File: src/rtl/lossres_pkg.sv
package lossres_pkg;

    typedef enum logic [1:0] {
        S_IDLE = 2'd0,
        S_PREP = 2'd1,
        S_DIV  = 2'd2
    } seq_state_t;

    typedef enum logic {
        A_CLEAR = 1'b0,
        A_TRIP  = 1'b1
    } alarm_state_t;

endpackage

File: src/rtl/lossres_operand.sv
module lossres_operand #(
    parameter int DUTY_W   = 10,
    parameter int V_W      = 12,
    parameter int I_W      = 12,
    parameter int RX_W     = 16,
    parameter int RES_FRAC = 8,
    parameter int DUTY_MIN = 16,
    parameter int CUR_MIN  = 8,
    localparam int NUM_W   = DUTY_W + V_W + RES_FRAC,
    localparam int DEN_W   = DUTY_W + I_W
) (
    input  logic [DUTY_W-1:0] duty,
    input  logic [V_W-1:0]    vin,
    input  logic [V_W-1:0]    vout,
    input  logic [V_W-1:0]    vdrop,
    input  logic [I_W-1:0]    iload,
    input  logic [RX_W-1:0]   rfix,
    output logic [NUM_W-1:0]  numer,
    output logic [DEN_W-1:0]  denom,
    output logic              skip
);
    localparam int SUM_W = DUTY_W + V_W + I_W + RX_W + RES_FRAC + 2;

    logic [SUM_W-1:0] drive_term;
    logic [SUM_W-1:0] out_term;
    logic [SUM_W-1:0] res_term;
    logic [SUM_W-1:0] loss_sum;
    logic [SUM_W-1:0] diff;

    always_comb begin
        drive_term = (SUM_W'(duty) * SUM_W'(vin)) << RES_FRAC;
        out_term   = (SUM_W'(vout) + SUM_W'(vdrop)) << (DUTY_W + RES_FRAC);
        res_term   = (SUM_W'(rfix) * SUM_W'(iload)) << DUTY_W;
        loss_sum   = out_term + res_term;
        diff       = drive_term - loss_sum;
        if (drive_term > loss_sum) begin
            numer = diff[NUM_W-1:0];
        end else begin
            numer = '0;
        end
        denom = DEN_W'(duty) * DEN_W'(iload);
        skip  = (int'(duty) < DUTY_MIN) || (int'(iload) < CUR_MIN);
    end

    initial begin
        if (DUTY_MIN < 1 || CUR_MIN < 1) begin
            $display("lossres_operand: minimums must be at least 1");
        end
    end
endmodule

File: src/rtl/lossres_divider.sv
module lossres_divider #(
    parameter int NUM_W = 30,
    parameter int DEN_W = 22
) (
    input  logic             clk,
    input  logic             rst,
    input  logic             start,
    input  logic [NUM_W-1:0] num_in,
    input  logic [DEN_W-1:0] den_in,
    output logic [NUM_W-1:0] quot,
    output logic             done
);
    localparam int CNT_W = $clog2(NUM_W + 1);
    localparam int PW    = NUM_W + DEN_W + 1;

    logic [DEN_W-1:0] rem;
    logic [NUM_W-1:0] quo;
    logic [NUM_W-1:0] num_q;
    logic [DEN_W-1:0] den_q;
    logic [CNT_W-1:0] cnt;
    logic [DEN_W:0]   shifted;
    logic [DEN_W:0]   trial;
    logic             step_bit;
    logic [DEN_W-1:0] step_rem;

    always_comb begin
        shifted = {rem, quo[NUM_W-1]};
        trial   = shifted - {1'b0, den_q};
        if (shifted >= {1'b0, den_q}) begin
            step_bit = 1'b1;
            step_rem = trial[DEN_W-1:0];
        end else begin
            step_bit = 1'b0;
            step_rem = shifted[DEN_W-1:0];
        end
    end

    always_ff @(posedge clk) begin
        if (rst) begin
            rem   <= '0;
            quo   <= '0;
            num_q <= '0;
            den_q <= '0;
            cnt   <= '0;
            done  <= 1'b0;
        end else begin
            done <= 1'b0;
            if (start) begin
                rem   <= '0;
                quo   <= num_in;
                num_q <= num_in;
                den_q <= den_in;
                cnt   <= CNT_W'(NUM_W);
            end else if (cnt != '0) begin
                rem <= step_rem;
                quo <= {quo[NUM_W-2:0], step_bit};
                cnt <= cnt - 1'b1;
                if (cnt == CNT_W'(1)) begin
                    done <= 1'b1;
                end
            end
        end
    end

    assign quot = quo;

    logic [PW-1:0] chk_lo;
    logic [PW-1:0] chk_hi;
    logic [PW-1:0] chk_num;
    always_comb begin
        chk_lo  = PW'(quo) * PW'(den_q);
        chk_hi  = chk_lo + PW'(den_q);
        chk_num = PW'(num_q);
    end

    // the finished quotient is the floor of numerator over denominator
    p_quot_exact_r2: assert property (@(posedge clk) disable iff (rst)
        done |-> (chk_lo <= chk_num) && (chk_hi > chk_num));
endmodule

File: src/rtl/lossres_alarm.sv
module lossres_alarm
    import lossres_pkg::*;
#(
    parameter int RX_W       = 16,
    parameter int TRIP_COUNT = 3
) (
    input  logic            clk,
    input  logic            rst,
    input  logic            upd,
    input  logic [RX_W-1:0] rx,
    input  logic [RX_W-1:0] set_lvl,
    input  logic [RX_W-1:0] clr_lvl,
    output logic            alarm
);
    localparam int CW = $clog2(TRIP_COUNT + 1);

    alarm_state_t st, st_nx;
    logic [CW-1:0] over_cnt, over_cnt_nx;

    always_comb begin
        st_nx       = st;
        over_cnt_nx = over_cnt;
        if (upd) begin
            unique case (st)
                A_CLEAR: begin
                    if (rx > set_lvl) begin
                        if (over_cnt == CW'(TRIP_COUNT - 1)) begin
                            st_nx       = A_TRIP;
                            over_cnt_nx = '0;
                        end else begin
                            over_cnt_nx = over_cnt + 1'b1;
                        end
                    end else begin
                        over_cnt_nx = '0;
                    end
                end
                A_TRIP: begin
                    if (rx < clr_lvl) begin
                        st_nx       = A_CLEAR;
                        over_cnt_nx = '0;
                    end
                end
                default: st_nx = A_CLEAR;
            endcase
        end
    end

    always_ff @(posedge clk) begin
        if (rst) begin
            st       <= A_CLEAR;
            over_cnt <= '0;
        end else begin
            st       <= st_nx;
            over_cnt <= over_cnt_nx;
        end
    end

    always_ff @(posedge clk) begin
        if (rst) begin
            alarm <= 1'b0;
        end else begin
            alarm <= (st_nx == A_TRIP);
        end
    end

    // a rising alarm follows an update strictly above the set level
    p_alarm_rise_r8: assert property (@(posedge clk) disable iff (rst)
        $rose(alarm) |-> ($past(upd) && ($past(rx) > $past(set_lvl))));

    // a falling alarm follows an update strictly below the clear level
    p_alarm_fall_r10: assert property (@(posedge clk) disable iff (rst)
        $fell(alarm) |-> ($past(upd) && ($past(rx) < $past(clr_lvl))));

    // without an update the alarm does not move
    p_alarm_quiet_r9: assert property (@(posedge clk) disable iff (rst)
        !upd |=> $stable(alarm));
endmodule

File: src/rtl/lossres_monitor.sv
module lossres_monitor
    import lossres_pkg::*;
#(
    parameter int DUTY_W     = 10,
    parameter int V_W        = 12,
    parameter int I_W        = 12,
    parameter int RX_W       = 16,
    parameter int RES_FRAC   = 8,
    parameter int DUTY_MIN   = 16,
    parameter int CUR_MIN    = 8,
    parameter int TRIP_COUNT = 3
) (
    input  logic              clk,
    input  logic              rst,
    input  logic              smp_strobe,
    input  logic [DUTY_W-1:0] duty_code,
    input  logic [V_W-1:0]    vin_code,
    input  logic [V_W-1:0]    vout_code,
    input  logic [I_W-1:0]    iload_code,
    input  logic [V_W-1:0]    diode_cal,
    input  logic [RX_W-1:0]   rfix_cal,
    input  logic [RX_W-1:0]   trip_level,
    input  logic [RX_W-1:0]   clear_level,
    output logic [RX_W-1:0]   rx_est,
    output logic              rx_valid,
    output logic              rx_alarm
);
    localparam int NUM_W = DUTY_W + V_W + RES_FRAC;
    localparam int DEN_W = DUTY_W + I_W;

    seq_state_t state, state_nx;

    logic [DUTY_W-1:0] cap_duty;
    logic [V_W-1:0]    cap_vin;
    logic [V_W-1:0]    cap_vout;
    logic [V_W-1:0]    cap_vd;
    logic [I_W-1:0]    cap_i;
    logic [RX_W-1:0]   cap_rfix;

    logic [NUM_W-1:0]  numer;
    logic [DEN_W-1:0]  denom;
    logic              skip;
    logic              div_start;
    logic [NUM_W-1:0]  div_quot;
    logic              div_done;
    logic [RX_W-1:0]   rx_sat;

    lossres_operand #(
        .DUTY_W(DUTY_W), .V_W(V_W), .I_W(I_W), .RX_W(RX_W),
        .RES_FRAC(RES_FRAC), .DUTY_MIN(DUTY_MIN), .CUR_MIN(CUR_MIN)
    ) u_operand (
        .duty(cap_duty), .vin(cap_vin), .vout(cap_vout), .vdrop(cap_vd),
        .iload(cap_i), .rfix(cap_rfix),
        .numer(numer), .denom(denom), .skip(skip)
    );

    assign div_start = (state == S_PREP) && !skip;

    lossres_divider #(.NUM_W(NUM_W), .DEN_W(DEN_W)) u_div (
        .clk(clk), .rst(rst), .start(div_start),
        .num_in(numer), .den_in(denom),
        .quot(div_quot), .done(div_done)
    );

    generate
        if (NUM_W > RX_W) begin : g_sat
            always_comb begin
                if (|div_quot[NUM_W-1:RX_W]) begin
                    rx_sat = '1;
                end else begin
                    rx_sat = div_quot[RX_W-1:0];
                end
            end
        end else begin : g_nosat
            always_comb rx_sat = RX_W'(div_quot);
        end
    endgenerate

    always_comb begin
        state_nx = state;
        unique case (state)
            S_IDLE: if (smp_strobe) state_nx = S_PREP;
            S_PREP: state_nx = skip ? S_IDLE : S_DIV;
            S_DIV:  if (div_done) state_nx = S_IDLE;
            default: state_nx = S_IDLE;
        endcase
    end

    always_ff @(posedge clk) begin
        if (rst) begin
            state <= S_IDLE;
        end else begin
            state <= state_nx;
        end
    end

    always_ff @(posedge clk) begin
        if (rst) begin
            cap_duty <= '0;
            cap_vin  <= '0;
            cap_vout <= '0;
            cap_vd   <= '0;
            cap_i    <= '0;
            cap_rfix <= '0;
            rx_est   <= '0;
            rx_valid <= 1'b0;
        end else begin
            rx_valid <= 1'b0;
            if (state == S_IDLE && smp_strobe) begin
                cap_duty <= duty_code;
                cap_vin  <= vin_code;
                cap_vout <= vout_code;
                cap_vd   <= diode_cal;
                cap_i    <= iload_code;
                cap_rfix <= rfix_cal;
            end
            if (state == S_DIV && div_done) begin
                rx_est   <= rx_sat;
                rx_valid <= 1'b1;
            end
        end
    end

    lossres_alarm #(.RX_W(RX_W), .TRIP_COUNT(TRIP_COUNT)) u_alarm (
        .clk(clk), .rst(rst), .upd(rx_valid), .rx(rx_est),
        .set_lvl(trip_level), .clr_lvl(clear_level), .alarm(rx_alarm)
    );

    // the estimate moves only together with the valid pulse
    p_est_hold_r7: assert property (@(posedge clk) disable iff (rst)
        !rx_valid |-> $stable(rx_est));

    // valid is a single-cycle pulse
    p_valid_pulse_r7: assert property (@(posedge clk) disable iff (rst)
        rx_valid |=> !rx_valid);

    // a skipped cycle returns to idle without publishing
    p_skip_idle_r5: assert property (@(posedge clk) disable iff (rst)
        (state == S_PREP && skip) |=> (state == S_IDLE && !rx_valid));

    // a strobe during a cycle leaves the captured operands alone
    p_busy_ignore_r6: assert property (@(posedge clk) disable iff (rst)
        (state != S_IDLE && smp_strobe) |=> ($stable(cap_duty) && $stable(cap_i)
                                             && $stable(cap_vout)));
endmodule

File: config.mk
export PLATFORM = sky130hd
export DESIGN_NAME = lossres_monitor
export DESIGN_NICKNAME = d
export VERILOG_FILES = /design/src/rtl/lossres_pkg.sv /design/src/rtl/lossres_operand.sv /design/src/rtl/lossres_divider.sv /design/src/rtl/lossres_alarm.sv /design/src/rtl/lossres_monitor.sv
export SDC_FILE = /design/constraint.sdc
export NUM_CORES = 1
export LEC_CHECK = 0
export ABC_AREA = 1
export BUFFER_PORTS_ARGS = -buffer_cell sky130_fd_sc_hd__buf_2
export CAP_MARGIN = 20
export CORE_MARGIN = 8
export CORE_UTILIZATION = 56
export CTS_CLUSTER_DIAMETER = 40
export CTS_CLUSTER_SIZE = 8
export DETAILED_ROUTE_END_ITERATION = 10
export PLACE_DENSITY_LB_ADDON = 0.2
export SETUP_SLACK_MARGIN = 0.4
export SYNTH_ARGS = -nofsm -noshare
export SYNTH_HDL_FRONTEND = slang
export SYNTH_HIERARCHICAL = 1
export SYNTH_SLANG_ARGS = --single-unit
File: constraint.sdc
create_clock -name clk -period 8.3 [get_ports clk]
set_input_delay 0.415 -clock clk [delete_from_list [all_inputs] [get_ports clk]]
set_output_delay 0.415 -clock clk [all_outputs]
set_load 0.005 [all_outputs]
==> out/results.txt <==
The number of global-route vias before repair came out at 22600. The insertion delay of the later-clocked pin in the worst-skew pair came out at 0.50 ns. For this block, the initial DRC count from the detailed router was 1521.

After clock tree synthesis, the clock-pin slew on the worst setup and hold paths is 0.08 ns. The run finished with clean final reports. STA classifies the critical path endpoint as a flip-flop.

Cell at the root of the clock tree: sky130_fd_sc_hd__clkbuf_16. The congestion estimate from routability-driven global placement came to 0.931. The average instance in the mapped netlist occupies 7.04 um2.

The worst clock skew is 0.0173 ns, and the static leakage power is 0.0167 uW. The number of clock buffers added by TritonCTS is 17. The hold-critical path depth was 3. TritonCTS built the clock tree.

The die is 233 um wide. Counting distinct cell types in the post-synthesis netlist gives 53. The run gives 0.0264 mm2 as the summed instance area of the synthesized netlist.

The first-pass iteration count of the detailed router was 6; the number of synthesized flops with an enable pin was 0. Across the run, the number of max-cap violations was 0. At the pin with the least slew margin, the transition time is 1.00 ns.

In the final timing run, aggregate negative setup slack is 0 ns. The synthesized design spends more area on one cell type than any other, namely sky130_fd_sc_hd__fa_1. The floorplan die area was 0.0543 mm2. After detailed routing, the average wire length per cell comes to 15.5 um. Dividing total power by cell area gives a power density of 168 mW/mm2.

The tightest slew margin relative to the limit is 0.329, and the total length of routed wires is 69000 um. The run gives 0.617 as the final standard cell utilization of the core. By startpoint and endpoint, the worst setup path is classified as flip-flop to flip-flop.

The tightest min-delay check is of the input port to flip-flop type. Arrival time reported for the critical path endpoint: 8.03 ns. The overall routing resource usage was 0.257; the setup slack of the most critical reg-to-reg path was 0.61 ns.

Global routing finished with a remaining overflow of 0. Sorting the synthesized cells by area gives the leading types as sky130_fd_sc_hd__fa_1 (23%), sky130_fd_sc_hd__nand2_1 (15%), sky130_fd_sc_hd__dfxtp_1 (13%), sky130_fd_sc_hd__ha_1 (13%), sky130_fd_sc_hd__inv_1 (11%). The logs give 77 for the largest net degree at the start of global routing and 0.0466 mm2 for the core outline area. Summed over all nets, the half-perimeter wirelength after detailed placement is 54800 um. The startpoint class of the critical path is a flip-flop.

In the layout the commonest cells are sky130_fd_sc_hd__nand2_1 (1041), sky130_fd_sc_hd__inv_1 (794), sky130_fd_sc_hd__fa_1 (297). The leading register cell type out of synthesis was sky130_fd_sc_hd__dfxtp_1. In this run the vertical extent of the chip is 233 um. For this run, the number of Yosys warnings is 6. The number of buffers on the longest clock path was 2.

Leaving out fill and tap cells, the most frequent cell in the layout is sky130_fd_sc_hd__nand2_1. The tools report the number of max-slew violations in the final report as 0. The tools report the number of H-tree levels as 4. The area share of the largest cell type after synthesis came out at 0.227.

For this run, the top clock speed supported by timing is 130 MHz. The worst voltage drop across the vdd grid came out at 0.334 mV. The clock period could shrink to 7.69 ns. For the hold slack, the log shows 0.150 ns. The first global-routing pass estimated 113000 um of wire. The share of the clock period used by the worst path after layout is 0.926, and the number of I/O pins is 127. Ratio of cells with drive above 1 in the final layout: 0.113. Along the worst path, the maximum fanout reaches 16. Setup repair after global routing left no endpoint under its margin.

Synthesis produced a netlist whose cell count is 3748. Critical path's slowest cell: sky130_fd_sc_hd__fa_1. Data on the critical path is required at its endpoint by 8.65 ns.

For this run, the slowest stage of the critical path takes 0.56 ns. The cell that appears most often on the critical path is sky130_fd_sc_hd__fa_1. The filler cell count came out at 4359. The depth of the worst register-to-register path was 34.

The post-synthesis sequential element count was 176; the count of endpoints failing hold in the final timing report was 0. The logs give 0.567 for the effective utilization at floorplan and 0.133 for the sequential share of the synthesized area. Setup slack closes at 0.615 ns. The per-cell via count in the routed design is 5.19, and the initial antenna violation count is 1.

Across all layers, the routed design uses 23000 vias. The number of I/O port buffers came out at 126. Setup violations remaining at the end of the flow were counted as 0.

The fraction of registers with async set or reset after synthesis is 0. The tools report the final routed DRC violation total as 0. The number of routed nets with antenna violations came out at 0. The tools report the number of nets in the finished design as 4507. Counting every sink on the clock net gives 176. For this design, the CTS-stage hold fixing added 0 buffers. The relative area change from synthesis to final layout is 8.78%, and the worst setup slack after placement is 0.238 ns. The number of rows in the core area was 79.
critical path: cells and delay by family, from the launching register on:
kind	cells	cell delay, ns
adders and majority gates	8	3.54
AOI/OAI and AO/OA	8	1.43
and+or+nand+nor	8	0.92
buffers and inverters	8	0.88
DFF	1	0.39
xor gates and xnor gates	2	0.36
cells by family after synthesis:
family / Yosys count / share of synthesized area
compound gates: 413 / 0.0872
xor+xnor: 106 / 0.0352
fa+ha+maj: 580 / 0.360
buf+inv: 969 / 0.144
flops: 176 / 0.133
other cells: 1 / 0.000142
simple gates: 1503 / 0.240
metrics by stage:
stage	std cells	power, uW	cell area [um2]
3_3_place_gp	4389	3870	27500
4_1_cts	4423	4700	28200
3_5_place_dp	4391	3870	27600
5_1_grt	4439	5230	28700
6_report	4440	4830	28700
2_1_floorplan	3755	3240	26400
synthesized netlist by cell type (12+ instances only):
| master | n |
|---|---|
| sky130_fd_sc_hd__a21oi_1 | 243 |
| sky130_fd_sc_hd__inv_1 | 795 |
| sky130_fd_sc_hd__nor2_2 | 33 |
| sky130_fd_sc_hd__o21ai_0 | 77 |
| sky130_fd_sc_hd__nor2_1 | 173 |
| sky130_fd_sc_hd__fa_1 | 300 |
| sky130_fd_sc_hd__inv_2 | 12 |
| sky130_fd_sc_hd__nand2_2 | 37 |
| sky130_fd_sc_hd__o221ai_1 | 22 |
| sky130_fd_sc_hd__nand3_2 | 12 |
| sky130_fd_sc_hd__nor3_1 | 12 |
| sky130_fd_sc_hd__xor2_1 | 67 |
| sky130_fd_sc_hd__a31oi_1 | 21 |
| sky130_fd_sc_hd__ha_1 | 280 |
| sky130_fd_sc_hd__nand2_1 | 1048 |
| sky130_fd_sc_hd__xnor2_1 | 39 |
| sky130_fd_sc_hd__nand3_1 | 113 |
| sky130_fd_sc_hd__clkbuf_1 | 114 |
| sky130_fd_sc_hd__dfxtp_1 | 176 |
| sky130_fd_sc_hd__nand4_1 | 29 |
| sky130_fd_sc_hd__buf_4 | 23 |
report_power, final:
part           switching (uW)  internal (uW)  total [uW]  leakage, uW
Clock                     404            398         801     0.000270
Combinational            1890           1000        2900       0.0150
Sequential                144            991        1130      0.00145
Total                    2440           2390        4830       0.0167
layer usage:
layer / global-route usage / routed length [um]
met5: 0 / 0
met4: 0.0710 / 1270
met3: 0.0478 / 5310
met2: 0.411 / 31000
met1: 0.355 / 31400
state kept, by name, indices dropped and copies added (netlist names):
| name | count |
|---|---|
| cap_i | 12 |
| cap_vout | 12 |
| u_div/den_q | 22 |
| u_div/cnt | 5 |
| rx_valid | 1 |
| cap_vin | 12 |
| u_alarm/over_cnt | 2 |
| u_div/done | 1 |
| cap_vd | 12 |
| rx_est | 16 |
| cap_rfix | 16 |
| cap_duty | 10 |
| state | 2 |
| u_div/quot | 30 |
| u_div/rem | 22 |
| u_alarm/alarm | 1 |
cell type report:
class | instances | area [um2] | area share
diodes | 2 | 5.00 | 0.000174
clock buffers | 20 | 447 | 0.0156
clock inverters | 12 | 103 | 0.00357
inverters | 809 | 3040 | 0.106
multi-input cells | 2610 | 19400 | 0.676
flip-flops and latches | 176 | 3570 | 0.124
well taps | 607 | 759 | 0.0264
repair buffers | 204 | 1380 | 0.0481
worst paths after layout:
check,startpoint,end
worst min register to register,u_div/den_q[9]$_SDFFE_PP0P_,u_div/den_q[9]$_SDFFE_PP0P_
worst min-delay path,rfix_cal[14],cap_rfix[14]$_SDFFE_PP0P_
worst max register to register,cap_i[5]$_SDFFE_PP0P_,u_div/quot[25]$_SDFFE_PP0P_
worst max-delay path,cap_i[5]$_SDFFE_PP0P_,u_div/quot[25]$_SDFFE_PP0P_
what timing repair did:
action | in CTS | in global routing
endpoints found under the setup margin | 21 | 22
setup buffers | 0 | 12
hold endpoints to repair | 0 | 0
gates resized for setup | 8 | 110
cloned | 0 | 3
pin swaps | 0 | 23
Power figures use the tool's default switching activity.
